## config.mk

```make
export PLATFORM = sky130hd
export DESIGN_NAME = mem_seq
export DESIGN_NICKNAME = d
export VERILOG_FILES = /design/src/rtl/mem_seq.sv
export SDC_FILE = /design/constraint.sdc
export NUM_CORES = 1
export LEC_CHECK = 0
export BUFFER_PORTS_ARGS = -buffer_cell sky130_fd_sc_hd__buf_2
export CORE_UTILIZATION = 35
export CTS_CLUSTER_DIAMETER = 200
export DETAILED_ROUTE_END_ITERATION = 16
export PLACE_DENSITY = 0.72
export SLEW_MARGIN = 20
export SYNTH_ARGS = -nofsm -noshare
export SYNTH_HDL_FRONTEND = slang
export SYNTH_SLANG_ARGS = --single-unit
```

## constraint.sdc

```tcl
create_clock -name clk -period 2.1 [get_ports clk]
set_input_delay 0.42 -clock clk [delete_from_list [all_inputs] [get_ports clk]]
set_output_delay 0.42 -clock clk [all_outputs]
set_load 0.03 [all_outputs]
```

## src/rtl/mem_seq.sv

```systemverilog
`timescale 1ns/1ps
module mem_seq #(
  parameter int AW        = 32,
  parameter int LO_CYCLES = 3,
  parameter int HI_CYCLES = 5
) (
  input  logic          clk,
  input  logic          rst,
  input  logic [AW-1:0] pc,
  input  logic          req_valid,
  input  logic          req_write,
  input  logic [1:0]    req_size,
  input  logic [AW-1:0] req_addr,
  input  logic [31:0]   req_wdata,
  input  logic [31:0]   mem_rdata,
  output logic [AW-1:0] mem_addr,
  output logic [31:0]   mem_wdata,
  output logic          mem_wdrive,
  output logic          mem_we,
  output logic [3:0]    mem_be,
  output logic          pause,
  output logic [31:0]   rdata,
  output logic          rdata_valid
);

  localparam int CW = $clog2(HI_CYCLES + 1);
  localparam logic [CW-1:0] LO_N = CW'(LO_CYCLES);
  localparam logic [CW-1:0] HI_N = CW'(HI_CYCLES);
  localparam logic [CW-1:0] ONE  = CW'(1);

  logic          busy;
  logic [CW-1:0] cnt;
  logic [AW-1:0] a_addr;
  logic [31:0]   a_data;
  logic          a_we, a_hi;
  logic [1:0]    a_size;
  logic          accept, first, last;
  logic [3:0]    lane_be;
  logic [31:0]   lane_data;

  assign accept = !busy && req_valid;
  assign last   = busy && (cnt == ONE);
  assign first  = busy && (cnt == (a_hi ? HI_N : LO_N));

  always_ff @(posedge clk) begin
    if (rst) begin
      busy        <= 1'b0;
      cnt         <= '0;
      rdata_valid <= 1'b0;
      rdata       <= '0;
      a_addr      <= '0;
      a_data      <= '0;
      a_we        <= 1'b0;
      a_hi        <= 1'b0;
      a_size      <= 2'd0;
    end else begin
      rdata_valid <= 1'b0;
      if (accept) begin
        busy   <= 1'b1;
        cnt    <= req_addr[AW-1] ? HI_N : LO_N;
        a_addr <= req_addr;
        a_data <= req_wdata;
        a_we   <= req_write;
        a_hi   <= req_addr[AW-1];
        a_size <= req_size;
      end else if (busy) begin
        cnt <= cnt - ONE;
        if (last) begin
          busy <= 1'b0;
          if (!a_we) begin
            rdata       <= mem_rdata;
            rdata_valid <= 1'b1;
          end
        end
      end
    end
  end

  always_comb begin
    case (a_size)
      2'd0: begin
        lane_be   = 4'b1000 >> a_addr[1:0];
        lane_data = {4{a_data[7:0]}};
      end
      2'd1: begin
        lane_be   = a_addr[1] ? 4'b0011 : 4'b1100;
        lane_data = {2{a_data[15:0]}};
      end
      default: begin
        lane_be   = 4'b1111;
        lane_data = a_data;
      end
    endcase
  end

  assign pause      = accept || (busy && !last);
  assign mem_addr   = busy ? a_addr : pc;
  assign mem_we     = busy && a_we && !(a_hi && (first || last));
  assign mem_be     = busy ? lane_be : 4'b0000;
  assign mem_wdrive = busy && a_we;
  assign mem_wdata  = mem_wdrive ? lane_data : 32'h0;

  // an accepted request keeps the core stalled into the next cycle
  p_pause_after_accept_r3: assert property (@(posedge clk) disable iff (rst)
    accept |=> pause);

  // address is held for the whole access
  p_addr_hold_r4: assert property (@(posedge clk) disable iff (rst)
    (busy && !last) |=> $stable(mem_addr));

  // first cycle of an upper-region access never strobes
  p_hi_setup_r5: assert property (@(posedge clk) disable iff (rst)
    (accept && req_addr[AW-1]) |=> !mem_we);

  // a byte access enables exactly one lane
  p_byte_lane_r6: assert property (@(posedge clk) disable iff (rst)
    (busy && a_size == 2'd0) |-> ($countones(mem_be) == 1));

  // read-data valid is a single-cycle pulse
  p_rvalid_pulse_r8: assert property (@(posedge clk) disable iff (rst)
    rdata_valid |=> !rdata_valid);

  // fetch address is restored after the final cycle
  p_back_to_fetch_r9: assert property (@(posedge clk) disable iff (rst)
    last |=> (mem_addr == pc));

  logic [CW-1:0] run_q;
  always_ff @(posedge clk) begin
    if (rst || !busy) run_q <= '0;
    else              run_q <= run_q + ONE;
    // total access length matches the address region
    if (!rst && last)
      p_len_r4: assert ((run_q + ONE) == (a_hi ? HI_N : LO_N));
  end

endmodule

```

* After elaboration in Yosys (flattened, before gate mapping) *
Index checks and enable logic that the tools add are counted.

word-level totals
  bits in registers = 105
  bits of input ports = 134
  output and inout bits = 104
  logic and storage cells = 48

cells by class
  add/sub/neg operators = 1
  equal/unequal tests = 3
  shift operators = 1
  mux-type cells = 14
  bitwise gates (word level) = 4
  reduce and logical (&&, ||, !) cells = 16

operator list
  cell                 number
  $mux 32              2
  $pmux 32 s2          1
  $mux 3               4
  $mux 4               2
  $pmux 4 s2           1
  $logic_and 1x1->1    7
  $mux 1               4
  $not 1->1            4
  $reduce_and 4->1     1
  $reduce_or 4->1      1
  $shr 4x2->4 const A  1
  $eq 3x1->1 const B   1
  $eq 3x3->1           1
  $logic_not 1->1      3
  $sub 3x1->3 const B  1
  $eq 2x1->1 const B   1
  $logic_not 2->1      1
  $logic_or 1x1->1     2
  $reduce_bool 2->1    1

* Depth between registers and ports, before layout *
Gate-level depths: netlist of the first run.

  depth after elaboration = 7
  mapped depth = 7
  mapped depth without buffers = 5

* Worst setup path after synthesis of the first run *
No wires, ideal clock.

  kind = register to output
  from = register a_we
  to = output mem_we
  data arrival time = 1.559 ns
  required time = 1.680 ns
  slack = 0.121 ns
  stages on the path, launching flop included = 4
  cell sequence = dfxtp_1 -> clkbuf_1 -> nand2_1 -> a311oi_1

on the way
  cells in the longest elaborated chain, start to end = 2

RTL lines
  element                          RTL line  text
  start: declaration               35        logic a_we, a_hi;
  start signal: assignment         63        a_we <= req_write;
  $logic_and 1x1->1 (2 in series)  98        assign mem_we = busy && a_we && !(a_hi && (first || last));
  end: declaration                 19        output logic mem_we,

Every way passes these cells.

* Worst setup path in the final report of the first run *
  from = register busy
  to = output mem_wdata[11]

on the way
  cells in the longest elaborated chain, start to end = 2

RTL lines
  element                   RTL line  text
  start: declaration        31        logic busy;
  start signal: assignment  47        busy <= 1'b0;
  start signal: assignment  59        busy <= 1'b1;
  start signal: assignment  69        busy <= 1'b0;
  $logic_and 1x1->1         100       assign mem_wdrive = busy && a_we;
  $mux 32                   101       assign mem_wdata = mem_wdrive ? lane_data : 32'h0;
  end: declaration          17        output logic [31:0] mem_wdata,

Every way passes these cells.

==> flow_metrics.py, run 1 <==
metrics = {
    "grt": {
        "grt_busiest_layer": "met2",
        "met1_usage_pct": 24.8,
        "globalRouteOverflowTotal": 0,
        "gr-usage-met3_pct": 4.67,
        "grt_max_degree": 68,
        "antenna_found_initial": 0,
        "grt_pass1_wl_mm": 22.3,
        "track_usage_pct": 20.0,
        "grt_pass1_vias": 4571,
        "met2_usage_pct": 32.5,
    },
    "die": {
        "row_count": 41,
        "core_mm2": 0.0128,
        "die_y_um": 117,
        "start_util_pct": 36.4,
        "die_w_um": 117,
        "dieArea_mm2": 0.0138,
        "ios": 238,
    },
    "finish": {
        "syn_to_final_growth_pct": 35.5,
        "diodes": 0,
        "layoutNonFillerInstCount": 991,
        "num-fill-cells": 1291,
        "nets": 952,
        "drive_above_1_share_pct": 37.2,
    },
    "synthesis": {
        "syn_area_per_cell_um2": 7.74,
        "synth_area_mm2": 0.00465,
        "syn_nets": 737,
        "synth_cell_types": 29,
        "ys_seq_elements": 104,
        "async_flop_share_pct": 0,
        "syn_inst": 601,
        "yosys_warnings": 0,
        "synthFlopType": "dfxtp_1",
        "synth-edff-count": 0,
        "ys_seq_area_share_pct": 44.7,
    },
    "clock_tree": {
        "clkSinkCount": 104,
        "cts_tree": "built",
        "cts_buffers": 9,
        "path_clk_slew_ns": 0.07,
        "ctsHtreeMaxLevel": 3,
        "clk_latency_ns": 0.35,
        "cts_setup_buffers": 0,
        "cts_buffer_depth": 2,
        "clock-root-buffer": "clkbuf_16",
    },
    "power_and_ir_drop": {
        "p_per_area_mw_per_mm2": 764,
        "irDropWorstVdd_mv": 0.405,
        "p_leak_nw": 2.86,
    },
    "critical_path": {
        "crit_chain": "nand2_1, buf_4, a21oi_1, buf_2",
        "cp_slowest_cell": "dfxtp_2",
        "crit_required_ns": 1.68,
        "worstRegToRegCells": 5,
        "worst_setup_path_end_kind": "output pin",
        "slowest_delay_ns": 0.35,
        "critPathMaxFanout": 11,
        "crit_type": "flop to output pin",
        "startpoint_type": "flop",
        "arrival_ns": 1.60,
    },
    "outcome": {
        "outcome": "completed",
    },
    "timing": {
        "finalHoldViolCount": 0,
        "max_freq_ghz": 0.495,
        "worst_slew_pin_slew_ns": 0.470,
        "rsz0062_at_grt": "no",
        "setup_tns_ns": 0,
        "slew_headroom_pct": 68.6,
        "skew_ns": 0.00551,
        "drv_slew": 0,
        "finalCritPeriodShare_pct": 96.2,
        "period_minus_slack_ns": 2.02,
        "setup_viol": 0,
    },
    "drt": {
        "drt_iter0_drc": 354,
        "drtPass1Iterations": 4,
        "drc": 0,
        "ant_nets": 0,
        "wl_per_cell_um": 13.8,
        "routed_via_density": 4.79,
        "drt-total-wl_mm": 13.7,
        "vias": 4743,
    },
    "place": {
        "numPortBuffers": 237,
        "dp_hpwl_mm": 9.63,
        "dp.cells": 977,
        "gp_congestion": 0.932,
    },
    "job": {
        "maxCapViolations": 0,
    },
    "min_path": {
        "hp-class": "primary input to flop",
        "min_path_cells": 3,
    },
}
## flip-flops by register name (all words and copies together), names as in the netlist
register / flops
a_addr: 32
a_data: 32
a_size: 2
a_we: 1
busy: 1
cnt: 3
rdata: 32
rdata_valid: 1
## routing by layer
metal  wire length, µm  up-vias
met4               367        0
met3               853       27
li1                  -     2396
met1              6030     2144
met2              6460      176
met5                 0        -
## through the flow
step | power, mW | hold WS [ns] | utilization (%) | area [µm²] | worst slack, ns
after floorplan | 2.78 | 0.433 | - | 4650 | 0.121
after global placement | 3.09 | 0.439 | 46.9 | 5990 | 0.446
after detailed placement | 3.10 | 0.443 | 46.9 | 5990 | 0.406
after CTS | 4.89 | 0.286 | 49.3 | 6300 | 0.0207
after global routing | 5.04 | 0.288 | 49.4 | 6300 | 0.0159
final | 4.82 | 0.303 | 49.4 | 6300 | 0.0789
## cell usage in the layout, fill, tap and decap left out, drive strengths merged, types with 2 or more instances in the layout
cell type,instances
o21a,2
nor2,15
mux2i,16
nor2b,5
nand2,216
and2,8
and3,8
mux2,32
clkinv,2
ha,2
bufinv,2
inv,6
a31oi,2
nor3,2
dfxtp,104
clkbuf,9
a21oi,110
nand2b,3
buf,252
o21ai,17
## power breakdown
group | leakage, nW | switching [mW] | internal, mW | total (mW)
registers | 0.851 | 0.0760 | 2.08 | 2.16
logic | 1.86 | 0.546 | 0.356 | 0.902
clock network | 0.152 | 0.726 | 1.04 | 1.76
## final cells by class
cell class | count | area, µm² | share of cell area [%]
Clock buffer | 9 | 225 | 3.57
Clock inverter | 5 | 82.6 | 1.31
Timing Repair Buffer | 252 | 1360 | 21.6
Multi-Input combinational cell | 444 | 2310 | 36.7
Sequential cell | 104 | 2080 | 33.1
Tap cell | 172 | 215 | 3.41
Inverter | 5 | 18.8 | 0.298
## what timing repair did
item                                   in CTS  in global routing
endpoints found under the hold margin       0                  0
hold buffers                                0                  0
resized for setup                           0                  3
setup endpoints to repair                   0                 16
## critical path: cells and delay by family (launching register included)
family	cells	cell delay, ns
AND/OR/NAND/NOR	1	0.26
flip-flops	1	0.35
buffers and inverters	2	0.51
AO/OA/AOI/OAI	1	0.14
## Yosys cell counts (all sizes together), types with 2 or more instances
master / instances / share of area, %
nor3: 2 / 0.22
nand2b: 3 / 0.46
o21ai: 17 / 1.8
and3: 8 / 1.1
clkbuf: 16 / 1.3
mux2: 32 / 7.7
a31oi: 2 / 0.27
dfxtp: 104 / 45
nor2: 15 / 1.2
inv: 5 / 0.40
and2: 8 / 1.1
nor2b: 5 / 0.73
ha: 2 / 0.54
buf: 32 / 4.3
a21oi: 110 / 12
nand2: 216 / 17
mux2i: 16 / 3.4
o21a: 2 / 0.32
## worst paths after layout
kind / start / to / slack (ns)
max reg2reg: busy$_SDFF_PP0_ / rdata[9]$_SDFFE_PP0P_ / 0.45
min reg2reg: rdata[31]$_SDFFE_PP0P_ / rdata[31]$_SDFFE_PP0P_ / 0.45
min: req_addr[24] / a_addr[24]$_SDFFE_PP0P_ / 0.30
max: busy$_SDFF_PP0_ / mem_wdata[11] / 0.08
## cells by family (layout without fill, tap and decap cells)
family	count (synthesis)	count (layout)	synth area share, %
AND/OR/NAND/NOR	260	260	22.7
adder cells (fa/ha/maj)	2	2	0.538
flip-flops	104	104	44.7
AO/OA/AOI/OAI	134	134	14.8
multiplexers	48	48	11.2
buffers and inverters	53	271	6.00
(Power assumes the default switching activity.)
==> run 2, diff against run 1 <==
==> constraint.sdc (replaced) <==
create_clock -name clk -period 1.9 [get_ports clk]
set_input_delay 0.38 -clock clk [delete_from_list [all_inputs] [get_ports clk]]
set_output_delay 0.38 -clock clk [all_outputs]
set_load 0.03 [all_outputs]
==> run 2 against run 1 <==
  * Non-clock buffer count rose by 4
  * Clock-buffer cell count up 1
  * Global-route usage decreased by 0.069 points
  * Combinational power increased by 18%
  * Critical path depth is 1 higher
  * Die area unchanged
  * Worst hold slack lost 0.042 ns
  * Power grew 9.0%
  * Cell area increased by 4.3%
  * Register-to-register slack worse by 0.05 ns
  * Sequential share of layout area down 1.3 points
  * Critical endpoint is now mem_wdata[31]
==> flow_metrics.py, run 2 (same netlist as run 1, synthesis figures left out) <==
metrics = {
    "timing": {
        "finalCritPeriodShare_pct": 99.1,
        "rsz0062_at_grt": "yes",
        "worst_slew_pin_slew_ns": 0.466,
        "skew_ns": 0.00592,
        "max_freq_ghz": 0.531,
        "drv_slew": 0,
        "period_minus_slack_ns": 1.88,
        "worst_slack_ns": 0.0176,
        "finalHoldViolCount": 0,
        "slew_headroom_pct": 68.9,
        "setup_viol": 0,
        "setup_tns_ns": 0,
        "holdWs_ns": 0.261,
    },
    "critical_path": {
        "timing.rr.end": "a_addr[17]$_SDFFE_PP0P_",
        "critPathMaxFanout": 5,
        "crit_cells": 5,
        "critPathTopFamily": "flip-flops",
        "setup.worst_path.end": "mem_wdata[31]",
        "arrival_ns": 1.50,
        "worst_setup_path_end_kind": "output pin",
        "crit_chain": "clkbuf_16, mux2i_2, o21ai_1, and2_1, buf_4",
        "critPathLaunch": "a_size[0]$_SDFFE_PP0P_",
        "crit_required_ns": 1.52,
        "worst-path-buf-inv": 2,
        "startpoint_type": "flop",
        "r2r-start": "busy$_SDFF_PP0_",
        "slowest_delay_ns": 0.38,
        "cp_slowest_cell": "dfxtp_4",
        "regToRegSetupSlack_ns": 0.40,
        "crit_type": "flop to output pin",
        "worstRegToRegCells": 5,
    },
    "min_path": {
        "min_path_cells": 3,
        "hp-class": "primary input to flop",
        "min_from": "mem_rdata[13]",
    },
    "clock_tree": {
        "clkSinkCount": 104,
        "cts_buffer_depth": 2,
        "cts_tree": "built",
        "clock-root-buffer": "clkbuf_16",
        "ctsHtreeMaxLevel": 3,
        "path_clk_slew_ns": 0.07,
        "cts_setup_buffers": 0,
        "clk_latency_ns": 0.35,
        "cts_buffers": 9,
    },
    "finish": {
        "final_cell_mix": "214 x nand2_1, 212 x buf_2, 103 x a21oi_1, 100 x dfxtp_1, 32 x mux2_2",
        "reg.largest.list": "a_addr (32), a_data (32), rdata (32)",
        "num-fill-cells": 1235,
        "nets": 956,
        "final_common_cell": "nand2_1",
        "finish.utilization_pct": 51.5,
        "drive_above_1_share_pct": 40.0,
        "syn_to_final_growth_pct": 41.4,
        "seq_area_mm2": 0.00209,
        "multi_input_area_mm2": 0.00239,
    },
    "die": {
        "ios": 238,
        "row_count": 41,
        "dieArea_mm2": 0.0138,
        "die_w_um": 117,
        "core_mm2": 0.0128,
        "die_y_um": 117,
        "start_util_pct": 36.4,
    },
    "power_and_ir_drop": {
        "p_total_mw": 5.25,
        "irDropWorstVdd_mv": 0.757,
        "p_leak_nw": 2.92,
        "p_per_area_mw_per_mm2": 798,
    },
    "grt": {
        "globalRouteOverflowTotal": 0,
        "grt_busiest_layer": "met2",
        "met2_usage_pct": 33.4,
        "met1_usage_pct": 23.9,
        "grt_pass1_vias": 4536,
        "gr-usage-met3_pct": 7.00,
        "grt_pass1_wl_mm": 22.3,
        "track_usage_pct": 20.0,
        "grt_max_degree": 105,
        "antenna_found_initial": 0,
    },
    "place": {
        "dp_hpwl_mm": 9.69,
        "gp_congestion": 0.839,
        "numPortBuffers": 237,
        "pre_cts_ws_ns": 0.321,
    },
    "drt": {
        "wl_per_cell_um": 13.8,
        "drc": 0,
        "vias": 4862,
        "drt-total-wl_mm": 13.8,
        "routed_via_density": 4.87,
        "drtPass1Iterations": 5,
        "drt_iter0_drc": 360,
        "ant_nets": 0,
    },
    "outcome": {
        "outcome": "completed",
    },
    "job": {
        "maxCapViolations": 0,
    },
}
## run 2: worst min-delay path by stage
stage / endpoint / slack (ns)
after floorplan: a_addr[10]$_SDFFE_PP0P_ / 0.43
after global placement: rdata[25]$_SDFFE_PP0P_ / 0.44
after detailed placement: rdata[20]$_SDFFE_PP0P_ / 0.44
after CTS: a_addr[22]$_SDFFE_PP0P_ / 0.25
after global routing: a_addr[22]$_SDFFE_PP0P_ / 0.24
final: rdata[13]$_SDFFE_PP0P_ / 0.26
## run 2: final cells by class
class                      count  area share (%)
timing repair buffer         256            23.8
inverter                       5           0.285
antenna                        1          0.0380
clock buffer                  10            3.63
clock inverter                 6           0.818
sequential                   104            31.8
tap                          172            3.27
multi-input combinational    444            36.4
## run 2: layer usage
layer	wire [µm]	up-vias	part of all wire (%)
met1	5770	2230	42
li1	-	2413	-
met2	6690	197	48
met4	225	0	1.6
met5	0	-	0
met3	1110	22	8.0
## run 2: metrics by stage
| stage | area (µm²) | cells |
|---|---|---|
| finish | 6580 | 998 |
| global route | 6580 | 997 |
| CTS | 6380 | 996 |
| detailed placement | 6030 | 979 |
| global placement | 6030 | 979 |
| floorplan | 4660 | 601 |
## run 2: report_power, final
part / switching, mW / internal (mW)
clock: 0.860 / 0.943
combinational: 0.619 / 0.441
sequential: 0.0906 / 2.30
## run 2: repair_timing
| item | CTS | global route |
|---|---|---|
| pin swaps | 0 | 4 |
| resized for setup | 11 | 85 |
| endpoints found under the hold margin | 0 | 0 |
| hold buffers | 0 | 0 |
| endpoints found under the setup margin | 12 | 57 |
| gates cloned | 1 | 1 |
## run 2: worst min-delay path: cells and delay by family
family | cells | cell delay [ns]
compound gates | 1 | 0.05
simple gates | 1 | 0.04
buf+inv | 1 | 0.09
==> run 3, diff against run 2 <==
--- a/config.mk
+++ b/config.mk
@@ -9,7 +9,9 @@
 export CORE_UTILIZATION = 35
 export CTS_CLUSTER_DIAMETER = 200
 export DETAILED_ROUTE_END_ITERATION = 16
+export HOLD_SLACK_MARGIN = 0.12
 export PLACE_DENSITY = 0.72
+export RECOVER_POWER = 25
 export SLEW_MARGIN = 20
 export SYNTH_ARGS = -nofsm -noshare
 export SYNTH_HDL_FRONTEND = slang
==> run 3 against run 2 <==
  * Clock-buffer cell count did not move
  * Worst setup slack barely moved
  * Cell area fell by 0.63%
  * Global-route usage did not move
  * Critical path depth did not move
  * Clock power barely moved
  * Combinational power barely moved
  * Critical endpoint unchanged
  * Largest cell class unchanged
  * Highest routed layer unchanged
==> flow_metrics.py, run 3 (same netlist as run 1, synthesis figures left out) <==
metrics = {
    "critical_path": {
        "critPathMaxFanout": 5,
        "worst_setup_path_end_kind": "output pin",
        "startpoint_type": "flop",
        "crit_required_ns": 1.52,
        "crit_type": "flop to output pin",
        "arrival_ns": 1.50,
    },
    "place": {
        "gp_congestion": 0.839,
        "dp.cells": 979,
        "dp_hpwl_mm": 9.69,
        "numPortBuffers": 237,
    },
    "timing": {
        "setup_viol": 0,
        "worst_slew_pin_slew_ns": 0.648,
        "finalHoldViolCount": 0,
        "period_minus_slack_ns": 1.88,
        "finalCritPeriodShare_pct": 99.1,
        "drv_slew": 0,
        "max_freq_ghz": 0.531,
        "slew_headroom_pct": 56.8,
        "skew_ns": 0.00639,
        "rsz0062_at_grt": "yes",
    },
    "outcome": {
        "outcome": "completed",
    },
    "die": {
        "core_mm2": 0.0128,
        "row_count": 41,
        "dieArea_mm2": 0.0138,
        "ios": 238,
        "die_w_um": 117,
        "die_y_um": 117,
        "start_util_pct": 36.4,
    },
    "power_and_ir_drop": {
        "p_per_area_mw_per_mm2": 802,
        "p_leak_nw": 2.79,
        "irDropWorstVdd_mv": 0.773,
        "p_total_mw": 5.24,
    },
    "finish": {
        "nets": 956,
        "seq_area_mm2": 0.00209,
        "multi_input_area_mm2": 0.00239,
        "reg.largest.list": "a_addr (32), a_data (32), rdata (32)",
        "finish.utilization_pct": 51.2,
        "final_cell_mix": "214 x nand2_1, 183 x buf_2, 103 x a21oi_1, 100 x dfxtp_1, 32 x mux2_2",
        "drive_above_1_share_pct": 36.4,
        "final_common_cell": "nand2_1",
        "num-fill-cells": 1245,
        "layoutNonFillerInstCount": 998,
        "syn_to_final_growth_pct": 40.5,
    },
    "clock_tree": {
        "cts_setup_buffers": 0,
        "clk_latency_ns": 0.34,
        "holdBufCountCts": 0,
        "ctsHtreeMaxLevel": 3,
        "cts_buffer_depth": 2,
        "clkSinkCount": 104,
        "path_clk_slew_ns": 0.07,
        "cts_buffers": 9,
        "cts_tree": "built",
        "clock-root-buffer": "clkbuf_16",
    },
    "drt": {
        "wl_per_cell_um": 13.8,
        "dr_wl_met2_mm": 6.68,
        "wl_met1_mm": 5.72,
        "drc": 0,
        "drt_iter0_drc": 365,
        "ant_nets": 0,
        "vias": 4837,
        "route.met3.wl_mm": 1.16,
        "drtPass1Iterations": 5,
        "drt-total-wl_mm": 13.8,
        "routed_via_density": 4.85,
        "highest_layer": "met4",
    },
    "grt": {
        "grt_pass1_wl_mm": 22.3,
        "track_usage_pct": 20.0,
        "globalRouteOverflowTotal": 0,
        "antenna_found_initial": 0,
        "grt_max_degree": 105,
        "grt_pass1_vias": 4536,
    },
    "min_path": {
        "hp-class": "primary input to flop",
    },
    "job": {
        "maxCapViolations": 0,
    },
}
-- run 3: layout make-up --
class                           instances  share of cell area (%)
Inverter                                5                   0.287
Timing Repair Buffer                  256                    23.3
Tap cell                              172                    3.29
Antenna cell                            1                  0.0383
Clock inverter                          6                   0.823
Multi-Input combinational cell        444                    36.6
Clock buffer                           10                    3.66
Sequential cell                       104                    32.0
-- run 3: per-stage QoR --
step	setup WS (ns)	setup TNS (ns)	area [µm²]	hold WS, ns
2_1_floorplan	0.108	0	4660	0.433
3_3_place_gp	0.335	0	6030	0.439
3_5_place_dp	0.321	0	6030	0.443
4_1_cts	0.00109	0	6380	0.245
5_1_grt	-0.0562	-0.455	6540	0.243
6_report	0.0173	0	6540	0.261
-- run 3: critical path, cell delays in order (launching register included) --
cell,delay (ns)
dfxtp_4,0.38
clkbuf_16,0.15
mux2i_2,0.22
o21ai_1,0.08
and2_1,0.15
buf_4,0.16
-- run 3: repair_timing --
item | in CTS | in global routing
gates cloned | 1 | 1
endpoints found under the setup margin | 12 | 57
hold endpoints to repair | 0 | 0
gates resized for setup | 11 | 85
pin swaps | 0 | 4
-- run 3: routing by layer --
layer	up-vias	track usage, %
li1	2415	-
met1	2192	23.9
met2	209	33.4
met3	21	7.00
met4	0	5.84
met5	-	0
-- run 3: worst paths after layout --
kind,depth (start not counted),slack (ns),endpoint,startpoint
min,3,0.26,a_addr[22]$_SDFFE_PP0P_,req_addr[22]
max,5,0.02,mem_wdata[31],a_size[0]$_SDFFE_PP0P_
max reg2reg,5,0.22,a_addr[17]$_SDFFE_PP0P_,busy$_SDFF_PP0_
min reg2reg,2,0.45,a_addr[4]$_SDFFE_PP0P_,a_addr[4]$_SDFFE_PP0P_
-- run 3: where the power goes --
group | internal (mW) | switching [mW]
combinational | 0.434 | 0.619
sequential | 2.30 | 0.0913
clock | 0.943 | 0.856
total | 3.67 | 1.57
